`config.mk`:
```
export PLATFORM = sky130hd
export DESIGN_NAME = mtrap_entry_ctrl
export DESIGN_NICKNAME = d
export VERILOG_FILES = /design/src/rtl/mtrap_pkg.sv /design/src/rtl/mtrap_classify.sv /design/src/rtl/mtrap_mframe.sv /design/src/rtl/mtrap_nframe.sv /design/src/rtl/mtrap_entry_ctrl.sv
export SDC_FILE = /design/constraint.sdc
export NUM_CORES = 1
export LEC_CHECK = 0
export BUFFER_PORTS_ARGS = -buffer_cell sky130_fd_sc_hd__buf_2
export CAP_MARGIN = 20
export CORE_AREA = 3 3 146 91
export CTS_BUF_LIST = sky130_fd_sc_hd__clkbuf_2
export CTS_CLUSTER_DIAMETER = 150
export DETAILED_ROUTE_END_ITERATION = 10
export DIE_AREA = 0 0 149 94
export PLACE_DENSITY = 0.95
export SLEW_MARGIN = 0
export SYNTH_ARGS = -nofsm -noshare
export SYNTH_HDL_FRONTEND = slang
export SYNTH_SLANG_ARGS = --single-unit
```
`constraint.sdc`:
```
create_clock -name clk -period 3.75 [get_ports clk]
set_input_delay 1.125 -clock clk [delete_from_list [all_inputs] [get_ports clk]]
set_output_delay 1.125 -clock clk [all_outputs]
set_load 0.01 [all_outputs]
```
`src/rtl/mtrap_pkg.sv`:
```
`timescale 1ns/1ps
package mtrap_pkg;
    localparam logic [1:0] PRIV_U = 2'b00;
    localparam logic [1:0] PRIV_S = 2'b01;
    localparam logic [1:0] PRIV_M = 2'b11;

    // machine status word field positions
    localparam int MS_MIE    = 3;
    localparam int MS_MPIE   = 7;
    localparam int MS_MDT    = 10;
    localparam int MS_MPP_LO = 11;

    // RNMI status word field positions
    localparam int NS_NMIE    = 3;
    localparam int NS_MNPV    = 7;
    localparam int NS_MNPELP  = 9;
    localparam int NS_MNPP_LO = 11;

    typedef enum logic [1:0] {
        PATH_NONE  = 2'd0,
        PATH_MTRAP = 2'd1,
        PATH_RNMI  = 2'd2,
        PATH_ABORT = 2'd3
    } trap_path_e;
endpackage

```
`src/rtl/mtrap_classify.sv`:
```
`timescale 1ns/1ps
module mtrap_classify
    import mtrap_pkg::*;
(
    input  logic       clk,
    input  logic       rst_n,
    input  logic       valid_i,
    input  logic       async_i,
    input  logic       rnmi_en_i,
    input  logic       rnmi_pend_i,
    input  logic       dbl_en_i,
    input  logic       mdt_i,
    input  logic       nmie_i,
    input  logic       halted_i,
    input  logic [1:0] priv_i,
    output trap_path_e path_o,
    output logic       nmi_intr_o
);
    logic in_rnmi_exc;

    always_comb begin
        path_o      = PATH_NONE;
        nmi_intr_o  = 1'b0;
        in_rnmi_exc = rnmi_en_i && !nmie_i && !async_i;
        if (valid_i && !halted_i) begin
            if (rnmi_en_i && rnmi_pend_i && async_i) begin
                path_o     = PATH_RNMI;
                nmi_intr_o = 1'b1;
            end else if (dbl_en_i && mdt_i) begin
                if (!rnmi_en_i || in_rnmi_exc) begin
                    path_o = PATH_ABORT;
                end else begin
                    path_o = PATH_RNMI;
                end
            end else begin
                path_o = PATH_MTRAP;
            end
        end
    end

    // a double trap is only ever seen from machine mode
    p_dbl_in_m_r13: assert property (@(posedge clk) disable iff (!rst_n)
        (valid_i && dbl_en_i && mdt_i) |-> (priv_i == PRIV_M));

    // no abort decision without double-trap handling
    p_no_abort_wo_dbl_r12: assert property (@(posedge clk) disable iff (!rst_n)
        !dbl_en_i |-> (path_o != PATH_ABORT));
endmodule

```
`src/rtl/mtrap_mframe.sv`:
```
`timescale 1ns/1ps
module mtrap_mframe
    import mtrap_pkg::*;
#(
    parameter int XLEN = 32
) (
    input  logic [XLEN-1:0] mstatus_i,
    input  logic            async_i,
    input  logic [XLEN-2:0] cause_i,
    input  logic [1:0]      priv_i,
    input  logic            dbl_en_i,
    output logic [XLEN-1:0] mstatus_o,
    output logic [XLEN-1:0] mcause_o
);
    always_comb begin
        mstatus_o                   = mstatus_i;
        mstatus_o[MS_MPIE]          = mstatus_i[MS_MIE];
        mstatus_o[MS_MPP_LO +: 2]   = priv_i;
        mstatus_o[MS_MIE]           = 1'b0;
        if (dbl_en_i) begin
            mstatus_o[MS_MDT] = 1'b1;
        end
        mcause_o = {async_i, cause_i};
    end
endmodule

```
`src/rtl/mtrap_nframe.sv`:
```
`timescale 1ns/1ps
module mtrap_nframe
    import mtrap_pkg::*;
#(
    parameter int XLEN = 32
) (
    input  logic [XLEN-1:0] mnstatus_i,
    input  logic [XLEN-2:0] cause_i,
    input  logic            intr_i,
    input  logic [1:0]      priv_i,
    input  logic            virt_i,
    input  logic            lpe_i,
    input  logic            fcfi_en_i,
    output logic [XLEN-1:0] mnstatus_o,
    output logic [XLEN-1:0] mncause_o
);
    always_comb begin
        mnstatus_o                   = mnstatus_i;
        mnstatus_o[NS_NMIE]          = 1'b0;
        mnstatus_o[NS_MNPV]          = intr_i ? virt_i : 1'b0;
        mnstatus_o[NS_MNPP_LO +: 2]  = priv_i;
        if (fcfi_en_i) begin
            mnstatus_o[NS_MNPELP] = lpe_i;
        end
        mncause_o = {intr_i, cause_i};
    end
endmodule

```
`src/rtl/mtrap_entry_ctrl.sv`:
```
`timescale 1ns/1ps
module mtrap_entry_ctrl
    import mtrap_pkg::*;
#(
    parameter int              XLEN      = 32,
    parameter logic [XLEN-1:0] RESET_VEC = 32'h0000_1000,
    parameter logic [XLEN-1:0] TRAP_VEC  = 32'h0000_0400,
    parameter logic [XLEN-1:0] RNMI_VEC  = 32'h0000_0800,
    parameter bit              RESET_MIE = 1'b1
) (
    input  logic            clk,
    input  logic            rst_n,
    input  logic            trap_valid_i,
    input  logic            trap_async_i,
    input  logic [XLEN-2:0] trap_cause_i,
    input  logic [XLEN-1:0] cur_pc_i,
    input  logic [1:0]      cur_priv_i,
    input  logic            cur_virt_i,
    input  logic            lp_expected_i,
    input  logic            fcfi_en_i,
    input  logic            dbltrap_en_i,
    input  logic            rnmi_en_i,
    input  logic            rnmi_pending_i,
    output logic [XLEN-1:0] mstatus_o,
    output logic [XLEN-1:0] mcause_o,
    output logic [XLEN-1:0] mepc_o,
    output logic [XLEN-1:0] mnstatus_o,
    output logic [XLEN-1:0] mncause_o,
    output logic [XLEN-1:0] mnepc_o,
    output logic [XLEN-1:0] pc_o,
    output logic [1:0]      priv_o,
    output logic            virt_o,
    output logic            abort_o
);
    localparam int CAUSE_W = XLEN - 1;
    localparam logic [XLEN-1:0] MSTATUS_RST  = XLEN'(RESET_MIE) << MS_MIE;
    localparam logic [XLEN-1:0] MNSTATUS_RST = XLEN'(1) << NS_NMIE;

    typedef struct packed {
        logic [XLEN-1:0] mstatus;
        logic [XLEN-1:0] mcause;
        logic [XLEN-1:0] mepc;
        logic [XLEN-1:0] mnstatus;
        logic [XLEN-1:0] mncause;
        logic [XLEN-1:0] mnepc;
        logic [XLEN-1:0] pc;
        logic [1:0]      priv;
        logic            virt;
        logic            abort;
    } state_t;

    state_t          st_d, st_q;
    trap_path_e      path;
    logic            nmi_intr;
    logic [XLEN-1:0] m_status_nx, m_cause_nx;
    logic [XLEN-1:0] n_status_nx, n_cause_nx;
    logic [CAUSE_W-1:0] cause_w;

    assign cause_w = trap_cause_i;

    mtrap_classify u_classify (
        .clk         (clk),
        .rst_n       (rst_n),
        .valid_i     (trap_valid_i),
        .async_i     (trap_async_i),
        .rnmi_en_i   (rnmi_en_i),
        .rnmi_pend_i (rnmi_pending_i),
        .dbl_en_i    (dbltrap_en_i),
        .mdt_i       (st_q.mstatus[MS_MDT]),
        .nmie_i      (st_q.mnstatus[NS_NMIE]),
        .halted_i    (st_q.abort),
        .priv_i      (cur_priv_i),
        .path_o      (path),
        .nmi_intr_o  (nmi_intr)
    );

    mtrap_mframe #(.XLEN(XLEN)) u_mframe (
        .mstatus_i (st_q.mstatus),
        .async_i   (trap_async_i),
        .cause_i   (cause_w),
        .priv_i    (cur_priv_i),
        .dbl_en_i  (dbltrap_en_i),
        .mstatus_o (m_status_nx),
        .mcause_o  (m_cause_nx)
    );

    mtrap_nframe #(.XLEN(XLEN)) u_nframe (
        .mnstatus_i (st_q.mnstatus),
        .cause_i    (cause_w),
        .intr_i     (nmi_intr),
        .priv_i     (cur_priv_i),
        .virt_i     (cur_virt_i),
        .lpe_i      (lp_expected_i),
        .fcfi_en_i  (fcfi_en_i),
        .mnstatus_o (n_status_nx),
        .mncause_o  (n_cause_nx)
    );

    always_comb begin
        st_d = st_q;
        unique case (path)
            PATH_MTRAP: begin
                st_d.mstatus = m_status_nx;
                st_d.mcause  = m_cause_nx;
                st_d.mepc    = cur_pc_i;
                st_d.pc      = TRAP_VEC;
                st_d.priv    = PRIV_M;
                st_d.virt    = 1'b0;
            end
            PATH_RNMI: begin
                st_d.mnstatus = n_status_nx;
                st_d.mncause  = n_cause_nx;
                st_d.mnepc    = cur_pc_i;
                st_d.pc       = RNMI_VEC;
                st_d.priv     = PRIV_M;
                st_d.virt     = 1'b0;
            end
            PATH_ABORT: begin
                st_d.abort = 1'b1;
            end
            default: ;
        endcase
    end

    always_ff @(posedge clk) begin
        if (!rst_n) begin
            st_q.mstatus  <= MSTATUS_RST;
            st_q.mcause   <= '0;
            st_q.mepc     <= '0;
            st_q.mnstatus <= MNSTATUS_RST;
            st_q.mncause  <= '0;
            st_q.mnepc    <= '0;
            st_q.pc       <= RESET_VEC;
            st_q.priv     <= PRIV_M;
            st_q.virt     <= 1'b0;
            st_q.abort    <= 1'b0;
        end else begin
            st_q <= st_d;
        end
    end

    assign mstatus_o  = st_q.mstatus;
    assign mcause_o   = st_q.mcause;
    assign mepc_o     = st_q.mepc;
    assign mnstatus_o = st_q.mnstatus;
    assign mncause_o  = st_q.mncause;
    assign mnepc_o    = st_q.mnepc;
    assign pc_o       = st_q.pc;
    assign priv_o     = st_q.priv;
    assign virt_o     = st_q.virt;
    assign abort_o    = st_q.abort;

    // abort never drops without reset
    p_abort_sticky_r10: assert property (@(posedge clk) disable iff (!rst_n)
        abort_o |=> abort_o);

    // an abort decision freezes the status word and raises the flag
    p_abort_freeze_r8: assert property (@(posedge clk) disable iff (!rst_n)
        (path == PATH_ABORT) |=> (abort_o && $stable(mstatus_o) && $stable(pc_o)));

    // RNMI entry lands in M mode, unvirtualized, with NMIE cleared
    p_rnmi_mode_r4: assert property (@(posedge clk) disable iff (!rst_n)
        (path == PATH_RNMI) |=> (priv_o == PRIV_M && !virt_o && !mnstatus_o[NS_NMIE]
                                 && pc_o == RNMI_VEC));

    // ordinary entry with double-trap handling sets MDT
    p_mdt_set_r7: assert property (@(posedge clk) disable iff (!rst_n)
        (path == PATH_MTRAP && dbltrap_en_i) |=> mstatus_o[MS_MDT]);

    // idle cycles hold all state
    p_idle_hold_r11: assert property (@(posedge clk) disable iff (!rst_n)
        !trap_valid_i |=> ($stable(pc_o) && $stable(mcause_o) && $stable(mncause_o)
                           && $stable(mstatus_o) && $stable(mnstatus_o)));
endmodule

```
Word-level counts from Yosys, hierarchy flattened
Cells that the tools add are included.

Bits in registers: 174. Input bits: 75. Output and inout port bits: 228. Logic and storage cells: 37.

Equality and inequality tests: 3. Mux-type cells: 8. Reduce and logical (&&, ||, !) cells: 14.

Operators by type and width (number): 35-bit one-hot mux with 2 select lines (1); 1-bit logical AND (6); 2-bit two-way mux (3); 2-bit == test (second input constant) (2); 1-bit logical NOT (4); 1-bit two-way mux (4); 2-bit AND reduction (2); 2-bit by 1-bit == test with 1-bit output (second input constant) (1); 2-bit nonzero test (1); 1-bit logical OR (1).

Logic depth before layout (Yosys ltp)
Depth after elaboration: 10. Mapped depth: 9. Depth with buffers taken out: 7.

Modules after synthesis
A second synthesis with hierarchy kept.

Cells, all modules: 808. Area, all modules: 8737.1 um^2.

Modules (own cells, without submodules): mtrap_entry_ctrl (times used 1, cells an instance 671, area an instance 7722.4 um^2, seq. area each 3923.8 um^2); mtrap_nframe (times used 1, cells an instance 65, area an instance 490.5 um^2, seq. area each 0.0 um^2); mtrap_mframe (times used 1, cells an instance 65, area an instance 483.0 um^2, seq. area each 0.0 um^2); mtrap_classify (times used 1, cells an instance 7, area an instance 41.3 um^2, seq. area each 0.0 um^2).

Worst setup path after synthesis
Ideal clock, no wire load.

Path kind: input to register. From: input trap_valid_i. To: register st_q (netlist bit mnepc_o[20]). Setup time: 0.116 ns. Arrival: 2.441 ns. Required time: 3.634 ns. Path slack: 1.193 ns. Stages on the path: 8. Buffers on the path: 2. Path through: nor2b_1 and3_1 inv_1 ha_1 buf_6 buf_6 mux2i_1 and2b_2.

Word-level cells in the longest chain between the ends: 3.

RTL lines: from (decl) (RTL line mtrap_entry_ctrl.sv:13) `input logic trap_valid_i,`; 1-bit logical AND (RTL line mtrap_classify.sv:25) `if (valid_i && !halted_i) begin`; 2-bit two-way mux (RTL line mtrap_classify.sv:25); 2-bit == test (RTL line mtrap_entry_ctrl.sv:101) `unique case (path)`; to (signal assigned) (RTL line mtrap_entry_ctrl.sv:138) `st_q <= st_d;`; to (decl) (RTL line mtrap_entry_ctrl.sv:52) `state_t st_d, st_q;`.

No other way between the ends. A chain may end at the register's enable or synchronous reset.

Worst setup path in the final report
From: register st_q (netlist bit mstatus_o[10]). To: output mstatus_o[10].

RTL lines: to (decl) (RTL line mtrap_entry_ctrl.sv:24) `output logic [XLEN-1:0] mstatus_o,`.

No word-level cell between the ends.

==> metrics <==
maximum buffer depth of the clock tree 2; Placeable Area approximately 0.012 mm²; MaxCap Viol Count 0; initial core utilization between 50% and 60%; Final period util between 60% and 70%; top cell family by delay on the critical path flip-flops; placed instance area 0.00706 mm²; CP endpoint kind output pin; Die X approximately 150 µm; flip-flop and latch area ~0.0028 mm²; # port buffers approximately 220; sequential-to-total area share from yosys stat a little under half; layout cells sized above 1 roughly a third; most common cell after layout, fill and taps aside buf_2; Num CTS Buffers 17; area of the multi-input gates 0.00281 mm²; Worst Skew between 0.03 and 0.04 ns; Hold Fails Final Rpt 0; final net count between 800 and 900; number of synthesized register bits 142; Layout fillers 980; Die ar. between 0.01 and 0.015 mm²; clk slew on worst S/H paths around 0.18 ns; commonest cells after routing, fill and taps aside buf_2, dfxtp_1, mux2i_1; type of origin of the critical path flop; Max stage delay on crit path 0.43 ns; total power 0.00299 W; clk sinks around 140; clock root buffer clkbuf_2; f_max about 0.43 GHz; critical path type reg -> out; hold_buf cts 0; Yosys top cell area share between 40 and 50%; DR iter-0 viols 86; CTS tree done; top_reg_cell synth dfxtp_1; fin area 0.00729 mm²; Final WS setup around 1.4 ns; Cells after Synth ~570; first-pass GRT wire length around 21 mm; largest net degree at the start of global routing between 80 and 90; area grow syn2layout 17.0%; crit path max fanout 4; PD cells 410 mW/mm²; gr ovfl total 0; largest area contributor in the netlist dfxtp_1; Core Rows 31; mean area per synthesized cell approximately 11 µm²; top cells by area, synth dfxtp_1, mux2i_1, buf_4; total number of vias about 4.2k; outcome complete, no violations; # IOs around 300; Routed WL per cell 14.7 µm; worst-path cell chain buf_2; Routed Antenna Nets 0; post-CTS sizing 0; Pleak 3.68 nW; Slew Limit Fails 0; min-delay worst type reg -> reg; Worst VDD drop approximately 0.21 mV; ant diodes 0; Worst EP required 2.62 ns; WHS approximately 0.49 ns; DP HPWL slightly above 10 mm; post-place setup slack between 0.7 and 0.8 ns; Worst slew margin between 50% and 60%; CP arrival about 1.2 ns; RSZ-0062 raised after global routing no; post-synthesis cell type count 24; setup TNS 0 ns; DRC viols 0; GRT Overall Usage a little under a fifth; critical path's slowest cell dfxtp_1; Post-synth EDFFs 0; GP Congestion roughly 0.81; initial antenna violation count 0; Synth async-reset ratio 0%; htree depth 4; Die Ht between 90 and 100 µm; vias in the first global route just over 4k; CP bufs+invs 1; setup bufs post-CTS 0; vias per cell 4.46; final setup fails 0; clk_lat worst skew 0.64 ns; Final Critical Period roughly 2.3 ns; Post-Synthesis Cell Area approximately 0.0062 mm²; drt pass-1 iters 4; drt total wl 13.9 mm; measured slew at the worst slew-check pin approximately 0.70 ns; Yosys Warn Count 0
## where the power goes
group / internal (W) / leakage (nW) / switching [W] / total (W)
clock: 0.000357 / 0.145 / 0.000536 / 0.000894
combinational: 0.000217 / 2.37 / 0.000255 / 0.000472
sequential: 0.00159 / 1.16 / 0.0000407 / 0.00163
## state kept, by name (all words and copies together), names as in the netlist
name,count
mncause_o,32
mcause_o,32
pc_o,3
mnepc_o,32
mnstatus_o,5
mepc_o,32
mstatus_o,5
abort_o,1
## metal layers
layer | global-route usage, % | part of all wire [%] | wire [µm] | up-vias
met5 | 0 | 0 | 0 | -
met4 | 3.66 | 0.57 | 80 | 0
met3 | 7.38 | 8.0 | 1120 | 7
met2 | 31.2 | 47 | 6550 | 163
met1 | 24.3 | 44 | 6170 | 1978
li1 | - | - | - | 2080
## final timing paths
path,startpoint,endpoint,slack [ns],cells after the start
hold / removal,mstatus_o[3],mstatus_o[3],0.49,2
setup reg to reg,abort_o,mepc_o[28],1.65,6
setup / recovery,mstatus_o[10],mstatus_o[10],1.42,1
hold reg to reg,mstatus_o[3],mstatus_o[3],0.49,2
## logic make-up (layout without fill, tap and decap cells)
group                      after synthesis  after routing  share of synthesized area [%]
DFF                                    142            142                           45.6
buffers and inverters                  124            257                           14.9
adders and majority gates                4              4                          0.803
muxes                                  134            134                           21.5
AOI/OAI and AO/OA                        9              9                          0.943
other                                    2             86                          0.120
and+or+nand+nor                        150            150                           16.2
## synth_stat cells (3+ instances only)
cell	count
nand2_1	5
mux2i_1	134
and2b_2	6
o21ai_0	3
ha_1	4
inv_1	5
nor2b_1	73
dfxtp_1	142
nand3_1	3
buf_6	11
buf_4	92
clkbuf_1	14
and2b_1	56
## stage by stage
stage | instances | utilization [%]
floorplan | 649 | -
global placement | 918 | 58.7
detailed placement | 918 | 58.7
CTS | 947 | 60.7
global route | 947 | 60.7
finish | 947 | 60.7
## area by class of cell
type | count | share of cell area (%)
Sequential cell | 142 | 39.0
Multi-Input combinational cell | 383 | 38.5
Timing Repair Buffer | 223 | 16.3
Tap cell | 165 | 2.83
Clock inverter | 12 | 2.04
Clock buffer | 17 | 1.17
Inverter | 5 | 0.257
Note: power is estimated with default switching activity, not from simulation.
